==> config.mk <==
export PLATFORM = sky130hd
export DESIGN_NAME = msync_serializer
export DESIGN_NICKNAME = d
export VERILOG_FILES = /design/src/rtl/msync_pkg.sv /design/src/rtl/msync_rst_sync.sv /design/src/rtl/msync_sel_gen.sv /design/src/rtl/msync_lane_path.sv /design/src/rtl/msync_serializer.sv
export SDC_FILE = /design/constraint.sdc
export NUM_CORES = 1
export LEC_CHECK = 0
export BUFFER_PORTS_ARGS = -buffer_cell sky130_fd_sc_hd__buf_2
export CAP_MARGIN = 40
export CORE_ASPECT_RATIO = 1.4
export CORE_MARGIN = 2
export CORE_UTILIZATION = 45
export CTS_CLUSTER_SIZE = 10
export DETAILED_ROUTE_END_ITERATION = 7
export PLACE_DENSITY = 0.69
export SETUP_SLACK_MARGIN = 0.4
export SKIP_CTS_REPAIR_TIMING = 1
export SLEW_MARGIN = 20
export SYNTH_ARGS = -nofsm -noshare
export SYNTH_HDL_FRONTEND = slang
export SYNTH_HIERARCHICAL = 1
export SYNTH_SLANG_ARGS = --single-unit
==> constraint.sdc <==
create_clock -name clk -period 4.45 [get_ports clk]
set_clock_uncertainty 0.05 [all_clocks]
set_input_delay 0.89 -clock clk [delete_from_list [all_inputs] [get_ports clk]]
set_output_delay 0.89 -clock clk [all_outputs]
set_load 0.01 [all_outputs]
==> src/rtl/msync_pkg.sv <==
package msync_pkg;

  // Default geometry of the serializer.
  localparam int unsigned SAMPLE_W_DEF  = 12;
  localparam int unsigned LANE_CNT_DEF  = 4;
  localparam int unsigned SYNC_DEPTH_DEF = 2;

  // Role encoding on the mode pin: an open pin is pulled up to master.
  typedef enum logic {
    ROLE_SLAVE  = 1'b0,
    ROLE_MASTER = 1'b1
  } role_e;

endpackage

==> src/rtl/msync_rst_sync.sv <==
module msync_rst_sync #(
  parameter int unsigned STAGES = 2
) (
  input  logic clk,
  input  logic arst_n,
  output logic rst_n_o
);

  logic [STAGES-1:0] chain_q;
  logic [STAGES-1:0] chain_d;

  always_comb begin
    chain_d = {chain_q[STAGES-2:0], 1'b1};
  end

  // Assert immediately, release only after STAGES clean edges.
  always_ff @(posedge clk or negedge arst_n) begin
    if (!arst_n) chain_q <= '0;
    else         chain_q <= chain_d;
  end

  assign rst_n_o = chain_q[STAGES-1];

endmodule

==> src/rtl/msync_sel_gen.sv <==
module msync_sel_gen
  import msync_pkg::*;
#(
  parameter int unsigned LANE_CNT   = LANE_CNT_DEF,
  parameter int unsigned SYNC_DEPTH = SYNC_DEPTH_DEF,
  localparam int unsigned SEL_W     = $clog2(LANE_CNT)
) (
  input  logic             clk,
  input  logic             rst_n,
  input  logic             is_master,
  input  logic             lclk_i,
  output logic [SEL_W-1:0] sel_o,
  output logic             wrap_o,
  output logic             lclk_o,
  output logic             locked_o
);

  // The counter value the master holds when a slave sees its edge:
  // SYNC_DEPTH cycles of synchronizer plus one cycle for the reload.
  localparam logic [SEL_W-1:0] LOAD_SEL   = SEL_W'((SYNC_DEPTH + 1) % LANE_CNT);
  localparam logic [SEL_W-1:0] EXPECT_SEL = SEL_W'(SYNC_DEPTH % LANE_CNT);
  localparam logic [SEL_W-1:0] HALF_SEL   = SEL_W'(LANE_CNT / 2);

  logic [SEL_W-1:0]    sel_q, sel_d;
  logic [SYNC_DEPTH:0] sync_q, sync_d;
  logic                lclk_q, lclk_d;
  logic                lock_q, lock_d;
  logic                hit_q, hit_d;
  logic                rise;
  logic                on_time;

  // Synchronizer for the received low-rate clock, plus one history bit.
  always_comb begin
    sync_d  = {sync_q[SYNC_DEPTH-1:0], lclk_i};
    rise    = sync_q[SYNC_DEPTH-1] & ~sync_q[SYNC_DEPTH];
    on_time = (sel_q == EXPECT_SEL);
  end

  // Next-state: free count, or reload on a received edge in slave mode.
  always_comb begin
    if (!is_master && rise) sel_d = LOAD_SEL;
    else                    sel_d = sel_q + SEL_W'(1);
    lclk_d = (sel_d < HALF_SEL);
    hit_d  = hit_q;
    lock_d = lock_q;
    if (!is_master && rise) begin
      hit_d  = on_time;
      lock_d = on_time & hit_q;
    end
  end

  always_ff @(posedge clk or negedge rst_n) begin
    if (!rst_n) begin
      sel_q  <= '0;
      sync_q <= '1;
      lclk_q <= 1'b1;
      hit_q  <= 1'b0;
      lock_q <= 1'b0;
    end else begin
      sel_q  <= sel_d;
      sync_q <= sync_d;
      lclk_q <= lclk_d;
      hit_q  <= hit_d;
      lock_q <= lock_d;
    end
  end

  assign sel_o    = sel_q;
  assign wrap_o   = (sel_d == '0);
  assign lclk_o   = lclk_q;
  assign locked_o = is_master | lock_q;

  // a master steps once per cycle.
  assert_master_step_R2: assert property (@(posedge clk) disable iff (!rst_n)
    is_master |=> sel_q == SEL_W'($past(sel_q) + SEL_W'(1)));

  // output clock high for the first half of the count.
  assert_lclk_half_R3: assert property (@(posedge clk) disable iff (!rst_n)
    lclk_q == (sel_q < HALF_SEL));

  // a received edge reloads the counter.
  assert_slave_load_R7: assert property (@(posedge clk) disable iff (!rst_n)
    (!is_master && rise) |=> sel_q == LOAD_SEL);

  // an edge at the wrong count drops lock.
  assert_lock_drop_R8: assert property (@(posedge clk) disable iff (!rst_n)
    (!is_master && rise && sel_q != EXPECT_SEL) |=> !locked_o);

endmodule

==> src/rtl/msync_lane_path.sv <==
module msync_lane_path
  import msync_pkg::*;
#(
  parameter int unsigned SAMPLE_W = SAMPLE_W_DEF,
  parameter int unsigned LANE_CNT = LANE_CNT_DEF,
  localparam int unsigned SEL_W   = $clog2(LANE_CNT),
  localparam int unsigned WORD_W  = SAMPLE_W * LANE_CNT
) (
  input  logic                clk,
  input  logic                rst_n,
  input  logic [WORD_W-1:0]   lanes_i,
  input  logic                wrap_i,
  input  logic [SEL_W-1:0]    sel_i,
  output logic [SAMPLE_W-1:0] dout_o
);

  localparam logic [SAMPLE_W-1:0] MID_CODE = {1'b1, {(SAMPLE_W-1){1'b0}}};

  logic [WORD_W-1:0]   cap_q, cap_d;
  logic                valid_q, valid_d;
  logic [SAMPLE_W-1:0] dout_q, dout_d;
  logic [SAMPLE_W-1:0] lane_view [LANE_CNT];

  for (genvar g = 0; g < LANE_CNT; g++) begin : g_unpack
    assign lane_view[g] = cap_q[g*SAMPLE_W +: SAMPLE_W];
  end

  always_comb begin
    cap_d   = wrap_i ? lanes_i : cap_q;
    valid_d = valid_q | wrap_i;
    dout_d  = valid_q ? lane_view[sel_i] : MID_CODE;
  end

  always_ff @(posedge clk or negedge rst_n) begin
    if (!rst_n) begin
      cap_q   <= '0;
      valid_q <= 1'b0;
      dout_q  <= MID_CODE;
    end else begin
      cap_q   <= cap_d;
      valid_q <= valid_d;
      dout_q  <= dout_d;
    end
  end

  assign dout_o = dout_q;

  // nothing but mid-scale before the first word is in.
  assert_mid_hold_R6: assert property (@(posedge clk) disable iff (!rst_n)
    !valid_q |=> dout_q == MID_CODE);

  // lane A follows a zero select by one register.
  assert_lane_a_R5: assert property (@(posedge clk) disable iff (!rst_n)
    (valid_q && sel_i == '0) |=> dout_q == $past(cap_q[SAMPLE_W-1:0]));

  // captured word only moves on a wrap.
  assert_cap_hold_R4: assert property (@(posedge clk) disable iff (!rst_n)
    !wrap_i |=> $stable(cap_q));

endmodule

==> src/rtl/msync_serializer.sv <==
module msync_serializer
  import msync_pkg::*;
#(
  parameter int unsigned SAMPLE_W   = SAMPLE_W_DEF,
  parameter int unsigned LANE_CNT   = LANE_CNT_DEF,
  parameter int unsigned SYNC_DEPTH = SYNC_DEPTH_DEF,
  localparam int unsigned SEL_W     = $clog2(LANE_CNT),
  localparam int unsigned WORD_W    = SAMPLE_W * LANE_CNT
) (
  input  logic                clk,
  input  logic                arst_n,
  input  logic                role_i,
  input  logic [WORD_W-1:0]   lanes_i,
  input  logic                lclk_i,
  output logic                lclk_o,
  output logic [SAMPLE_W-1:0] dout_o,
  output logic [SEL_W-1:0]    sel_o,
  output logic                locked_o
);

  logic             rst_core_n;
  logic             is_master;
  logic             wrap;
  logic [SEL_W-1:0] sel;

  assign is_master = (role_e'(role_i) == ROLE_MASTER);

  msync_rst_sync #(.STAGES(2)) u_rst (
    .clk     (clk),
    .arst_n  (arst_n),
    .rst_n_o (rst_core_n)
  );

  msync_sel_gen #(
    .LANE_CNT   (LANE_CNT),
    .SYNC_DEPTH (SYNC_DEPTH)
  ) u_sel (
    .clk       (clk),
    .rst_n     (rst_core_n),
    .is_master (is_master),
    .lclk_i    (lclk_i),
    .sel_o     (sel),
    .wrap_o    (wrap),
    .lclk_o    (lclk_o),
    .locked_o  (locked_o)
  );

  msync_lane_path #(
    .SAMPLE_W (SAMPLE_W),
    .LANE_CNT (LANE_CNT)
  ) u_path (
    .clk     (clk),
    .rst_n   (rst_core_n),
    .lanes_i (lanes_i),
    .wrap_i  (wrap),
    .sel_i   (sel),
    .dout_o  (dout_o)
  );

  assign sel_o = sel;

endmodule

# Word level (Yosys, flattened, before mapping)
# Index checks and enable logic that the tools add are counted.
# classes
add_sub_neg	1
magnitude_cmp	2
eq_ne	1
mux	5
bitwise_logic	6
n_reduce_logical	3
# ops
op	count
two-way mux 12 bit	3
binary-select mux 12 bit (select 2 bit)	1
>= comparator 3 bit, second input constant	1
inverter 2 -> 3 bit	1
adder 2 x 1 -> 2 bit, second input constant	1
AND 1 bit	2
equality test 2 bit, second input constant	1
logical NOT 2 bit	1
less-than comparator 2 bit, second input constant	1
two-way mux 2 bit	1
OR 1 bit	2
logical AND 1 bit	1
logical NOT 1 bit	1
inverter 1 bit	1
# word_totals
ff_bits	71

# Longest topological paths before layout
# Gate-level depths: netlist (run 1).
# depth
depth_word	6
ltp_mapped	6

# By module
# The synthesis (run 1) kept the hierarchy.
# by_module_without_submodules
module	instances	cells_per_inst	area_per_inst_um2
msync_lane_path	1	157	2519.9
msync_sel_gen	1	21	300.3
msync_rst_sync	1	3	53.8

# Worst setup path after synthesis (run 1)
# No wires, ideal clock.
# synth_path
path_type	input to register
start	input port role_i
end	register u_path.cap_q[38]
setup_time_ns	0.125
arrival_time_ns	2.163
slack_ns	2.112
path_stages	6
n_path_buf	3
path_cell_list	or3b_1 -> buf_6 -> and3_1 -> buf_6 -> buf_6 -> mux2_4
# synth_between
elab_chain_len	4
# synth_rtl
element	line_no	rtl
from (decl)	msync_serializer.sv:12	input logic role_i,
logical NOT 1 bit	msync_sel_gen.sv:41	if (!is_master && rise) sel_d = LOAD_SEL;
logical AND 1 bit	msync_sel_gen.sv:41	
two-way mux 2 bit	msync_sel_gen.sv:41	
logical NOT 2 bit	msync_sel_gen.sv:69	assign wrap_o = (sel_d == '0);
net wrap	msync_serializer.sv:23	logic wrap;
to (signal assigned)	msync_lane_path.sv:40	cap_q <= cap_d;
to (decl)	msync_lane_path.sv:19	logic [WORD_W-1:0] cap_q, cap_d;
# The timed path passes the listed nets, and every way through them passes these cells.
# A chain may end at the register's enable or synchronous reset.

# Worst setup path after layout (run 1)
# layout_path
start	input port role_i
end	register u_path.cap_q[45]
# Same word-level chain as after synthesis.

==> results of run 1 <==
-- power by group --
part | internal (mW) | total, mW | leakage, nW | switching (mW)
clock network | 0.274 | 0.495 | 0.0936 | 0.221
registers | 0.955 | 1.10 | 0.824 | 0.143
logic | 0.498 | 0.852 | 0.727 | 0.354
total | 1.73 | 2.44 | 1.64 | 0.717
-- registers in the layout (all words and copies together), names as in the netlist --
register	cells
u_sel/sel_o	2
u_path/valid_q	1
u_sel/sync_q	3
u_sel/lclk_o	1
u_sel/lock_q	1
u_rst/chain_q	2
u_path/dout_o	12
u_sel/hit_q	1
u_path/cap_q	48
-- through the flow --
| step | utilization (%) | area (um^2) |
|---|---|---|
| 3_3_place_gp | 51.87 | 3222 |
| 5_1_grt | 55.28 | 3433 |
| 3_5_place_dp | 52.20 | 3242 |
| 4_1_cts | 55.28 | 3433 |
| 2_1_floorplan | - | 2874 |
| 6_report | 55.28 | 3433 |
-- logic make-up (layout without fill, tap and decap cells) --
logic type      count (synthesis)  count (layout)  share of synthesized area [%]
mux                            73              73                          29.30
flops                          71              71                          62.04
buf+inv                        13              88                          3.570
compound gates                 11              11                          2.395
simple gates                   11              11                          2.134
fa+ha+maj                       1               1                         0.4353
other cells                     1               1                         0.1305
-- layout make-up --
class,instances,area [um^2]
clock buffers,13,148.9
clock inverters,3,42.54
fillers,545,2778
inverters,2,7.507
multi-input cells,97,989.7
flip-flops and latches,71,1784
well taps,72,90.09
repair buffers,70,370.4
-- how the worst min path moves through the flow --
stage,start,endpoint,slack [ps],cells past startpoint
2_1_floorplan,u_rst/chain_q[0]$_DFF_PN0_,u_rst/chain_q[1]$_DFF_PN0_,280,0
3_3_place_gp,u_rst/chain_q[1]$_DFF_PN0_,u_path/cap_q[4]$_DFFE_PN0P_,110,0
3_5_place_dp,u_rst/chain_q[1]$_DFF_PN0_,u_path/cap_q[4]$_DFFE_PN0P_,120,0
4_1_cts,u_rst/chain_q[1]$_DFF_PN0_,u_path/cap_q[36]$_DFFE_PN0P_,130,0
5_1_grt,u_rst/chain_q[1]$_DFF_PN0_,u_path/cap_q[30]$_DFFE_PN0P_,140,0
6_report,u_rst/chain_q[1]$_DFF_PN0_,u_path/cap_q[5]$_DFFE_PN0P_,120,0
-- worst max-delay path, cell delays in order --
cell and delay (ps):
buf_2 100, or3b_1 450, and3_2 440, buf_12 260, mux2_4 310
-- cell usage in the layout (no fill, tap or decap), drive strengths merged --
master and n:
inv 2, and3 1, mux4 1, o22ai 11
dfrtp 66, buf 70, bufinv 1, conb 1
clkbuf 13, ha 1, or2 2, nand2b 2
or3b 1, and2 1, mux2 49, dfstp 5
mux2i 23, clkinvlp 1, clkinv 1, nand2 4
-- metal layers --
metal	vias to the layer above	part of all wire, %	GRT usage (%)
met5	-	0	0
met4	0	1.7	6.531
met3	9	5.0	4.192
met2	47	51	25.78
met1	850	42	20.14
li1	782	-	-
==> results.yml, run 1 <==
outcome:
  status: "completed"
floorplanning:
  fp.dieW_um: 71.54
  io_pins: 68
  initial_core_util_pct: 46.27
  die-area_um2: 7051
  die_h_um: 98.56
  core-area_um2: 6211
  row_count: 34
worst_setup_path:
  critPathKind: "in -> reg"
  required_ps: 4620
  reg2regPathDepth: 5
  setup.worst_path.end: "u_path/cap_q[45]$_DFFE_PN0P_"
  worstPathArrival_ps: 2460
  regToRegStartpoint: "u_sel/sel_o[0]$_DFF_PN0_"
  r2r_end: "u_path/cap_q[13]$_DFFE_PN0P_"
  worst_setup_path_end_kind: "register"
  crit_path_start: "role_i"
  r2r_setup_slack_ps: 2280
  cp_max_fo: 30
  start_kind: "input port"
logic_synthesis:
  async_reset_ff_share_pct: 100.0
  synth-seq-cells: 71
  syn-cell-area_um2: 2874
  synth_warnings: 6
  synth_area_leader_cell: "dfrtp_1"
  synth_nets: 234
  synthTopCellsByArea: "dfrtp_1 57%, mux2_2 15%, mux2i_1 8.0%"
  synth_top_area_share_pct: 57.47
  synth_common_cells: "66 x dfrtp_1, 39 x mux2_2, 23 x mux2i_1"
  seq_area_frac_synth_pct: 62.04
  synth.distinct_cells: 21
  synth_edf_count: 0
  yosysMostFrequentCell: "dfrtp_1"
  syn_inst: 181
  synth.avg_cell_area_um2: 15.88
  ys.flop_type: "dfrtp_1"
clock_tree:
  clk_latency_ps: 330
  clkTransAtPathRegs_ps: 70
  cts_sinks: 71
  htreeDepth: 3
  cts_buffer_depth: 2
  root_buffer: "clkbuf_8"
  cts_tree: "done"
  cts_inserted_buffers: 9
sta:
  fmax_ghz: 0.4353
  drv_slew: 0
  final.period_utilization_pct: 51.62
  worst_slack_ps: 2153
  tightestPinTransition_ps: 679.7
  min_period_ps: 2297
  slew_headroom_pct: 54.69
  setup_viol: 0
  hold_violations: 0
  rsz0062_at_grt: "no"
  finalSetupTns_ps: 0
  worst_hold_slack_ps: 117.3
cells_and_area:
  diodes: 0
  final_cells: 328
  drive_gt1_share_pct: 55.08
  area_delta_synth_final_pct: 19.46
  finalNetCount: 304
placement:
  dp_hpwl_um: 3656
  dp_cells: 312
  place_ws_ps: 1808
  io_buffers: 67
  place_congestion: 0.7629
detailed_routing:
  antenna_left: 0
  drt_pass1_iterations: 5
  drc: 0
  wl_um: 5251
  vias_per_cell: 5.146
  wire_per_inst_um: 16.01
  drtIter0Drc: 63
  num_vias: 1688
global_route:
  gr-total-overflow: 0
  antenna_found_initial: 0
  grt_max_degree: 56
  grt_usage_pct: 15.90
  grt_pass1_vias: 1754
  grt_first_pass_wirelength_um: 8418
power_and_ir_drop:
  leakage_nw: 1.644
  power.total_mw: 2.444
  p_per_area_nw_per_um2: 711.9
  vdd_drop_max_uv: 400.3
job:
  drv_cap: 0
hold_path:
  min_path_type: "reg -> async"
(Power assumes the default switching activity.)
==> inputs of run 2 (changes only) <==
==> constraint.sdc (replaced) <==
create_clock -name clk -period 2.3 [get_ports clk]
set_clock_uncertainty 0.05 [all_clocks]
set_input_delay 0.46 -clock clk [delete_from_list [all_inputs] [get_ports clk]]
set_output_delay 0.46 -clock clk [all_outputs]
set_load 0.01 [all_outputs]
==> results.yml, run 2 (same netlist as run 1, synthesis figures left out) <==
hold_path:
  min_path_type: "reg -> async"
job:
  drv_cap: 0
floorplanning:
  die-area_um2: 7051
  fp.dieW_um: 71.54
  row_count: 34
  core-area_um2: 6211
  die_h_um: 98.56
  initial_core_util_pct: 46.27
  io_pins: 68
worst_setup_path:
  critPathKind: "reg -> reg"
  start_kind: "register"
  required_ps: 2470
  worstPathArrival_ps: 2040
  cp_max_fo: 13
  worst_setup_path_end_kind: "register"
global_route:
  grt_first_pass_wirelength_um: 8480
  antenna_found_initial: 0
  grt_util_met2_pct: 24.93
  grtUsageMet3_pct: 3.067
  grt_pass1_vias: 1775
  grt_max_degree: 50
  gr-max-usage-layer: "met2"
  gr-total-overflow: 0
  grtUsageMet1_pct: 20.67
  grt_usage_pct: 16.02
clock_tree:
  cts_buffer_depth: 2
  cts_sinks: 71
  cts_tree: "done"
  clk_latency_ps: 340
  htreeDepth: 3
  clkTransAtPathRegs_ps: 80
  cts_inserted_buffers: 9
  root_buffer: "clkbuf_8"
cells_and_area:
  largest_reg_flops: 48
  most-common-layout-cells: "67 x buf_2, 64 x dfrtp_1, 39 x mux2_2, 23 x mux2i_1, 11 x o22ai_1"
  fin_util_pct: 56.29
  finalNetCount: 309
  top_register: "u_path/cap_q"
  diodes: 0
  final_common_cell: "buf_2"
  drive_gt1_share_pct: 57.09
  area_delta_synth_final_pct: 21.64
power_and_ir_drop:
  p_per_area_nw_per_um2: 1369
  pwr-share-seq_pct: 44.3
  internal_power_mw: 3.328
  p_sw_mw: 1.460
  vdd_drop_max_uv: 634.1
  power_frac_comb_pct: 35.8
  p_clk_share_pct: 20.0
  switching_share_pct: 30.49
  leakage_nw: 1.659
sta:
  hold_violations: 0
  min_period_ps: 1862
  tightestPinTransition_ps: 561.7
  final.period_utilization_pct: 80.97
  finalSetupTns_ps: 0
  rsz0062_at_grt: "yes"
  drv_slew: 0
  slew_headroom_pct: 62.55
  fmax_ghz: 0.5369
  setup_viol: 0
detailed_routing:
  vias_per_cell: 5.159
  drt_pass1_iterations: 4
  wire_per_inst_um: 17.01
  num_vias: 1718
  drtIter0Drc: 77
  drc: 0
  wl_um: 5665
  antenna_left: 0
outcome:
  status: "completed"
placement:
  place_congestion: 0.7062
  io_buffers: 67
  dp_hpwl_um: 3569
==> run 2: metal layers <==
| layer | share of wire [%] | up-vias |
|---|---|---|
| met5 | 0 | - |
| met4 | 1.9 | 0 |
| met3 | 4.3 | 11 |
| met2 | 52 | 45 |
| met1 | 42 | 859 |
| li1 | - | 803 |
==> run 2: power by group through the flow <==
stage	registers, mW	logic (mW)	clock network [mW]
2_1_floorplan	2.15	1.30	0
3_3_place_gp	2.12	1.62	0
3_5_place_dp	2.14	1.65	0
4_1_cts	2.12	1.66	0.996
5_1_grt	2.20	1.86	1.04
6_report	2.12	1.71	0.956
==> run 2: worst paths after layout <==
kind / startpoint / endpoint / slack [ps] / cells after the start
max: u_sel/sel_o[0]$_DFF_PN0_ / u_path/cap_q[47]$_DFFE_PN0P_ / 440 / 4
min: u_rst/chain_q[1]$_DFF_PN0_ / u_path/cap_q[39]$_DFFE_PN0P_ / 180 / 0
max reg2reg: u_sel/sel_o[0]$_DFF_PN0_ / u_path/cap_q[47]$_DFFE_PN0P_ / 440 / 4
min reg2reg: u_rst/chain_q[1]$_DFF_PN0_ / u_path/cap_q[39]$_DFFE_PN0P_ / 180 / 0
max in group asynchronous: u_rst/chain_q[1]$_DFF_PN0_ / u_path/dout_o[11]$_DFF_PN1_ / 1360 / 1
min in group clk: lclk_i / u_sel/sync_q[0]$_DFF_PN1_ / 180 / 1
==> run 2: through the flow <==
step	cell area, um^2	total power, mW	instances	worst slack [ps]	hold slack (ps)
final	3496	4.787	333	437.6	175.5
after CTS	3451	4.772	329	200.7	-178.3
after global placement	3253	3.739	313	259.4	195.2
after detailed placement	3253	3.796	313	203.8	195.6
after global routing	3496	5.101	333	372.4	168.0
after floorplan	2884	3.449	181	396.3	114.4
==> run 2: worst max-delay path, cell delays in order, from the launching register on <==
cell and delay (ps):
dfrtp_2 470, inv_1 70, ha_1 410, and3_4 380, mux2_2 370
==> run 2: area by class of cell <==
type,instances,area (um^2)
Clock buffer,9,123.9
Clock inverter,7,73.82
Fill cell,533,2715
Inverter,2,7.507
Multi-Input combinational cell,100,1027
Sequential cell,71,1785
Tap cell,72,90.09
Timing Repair Buffer,72,387.9
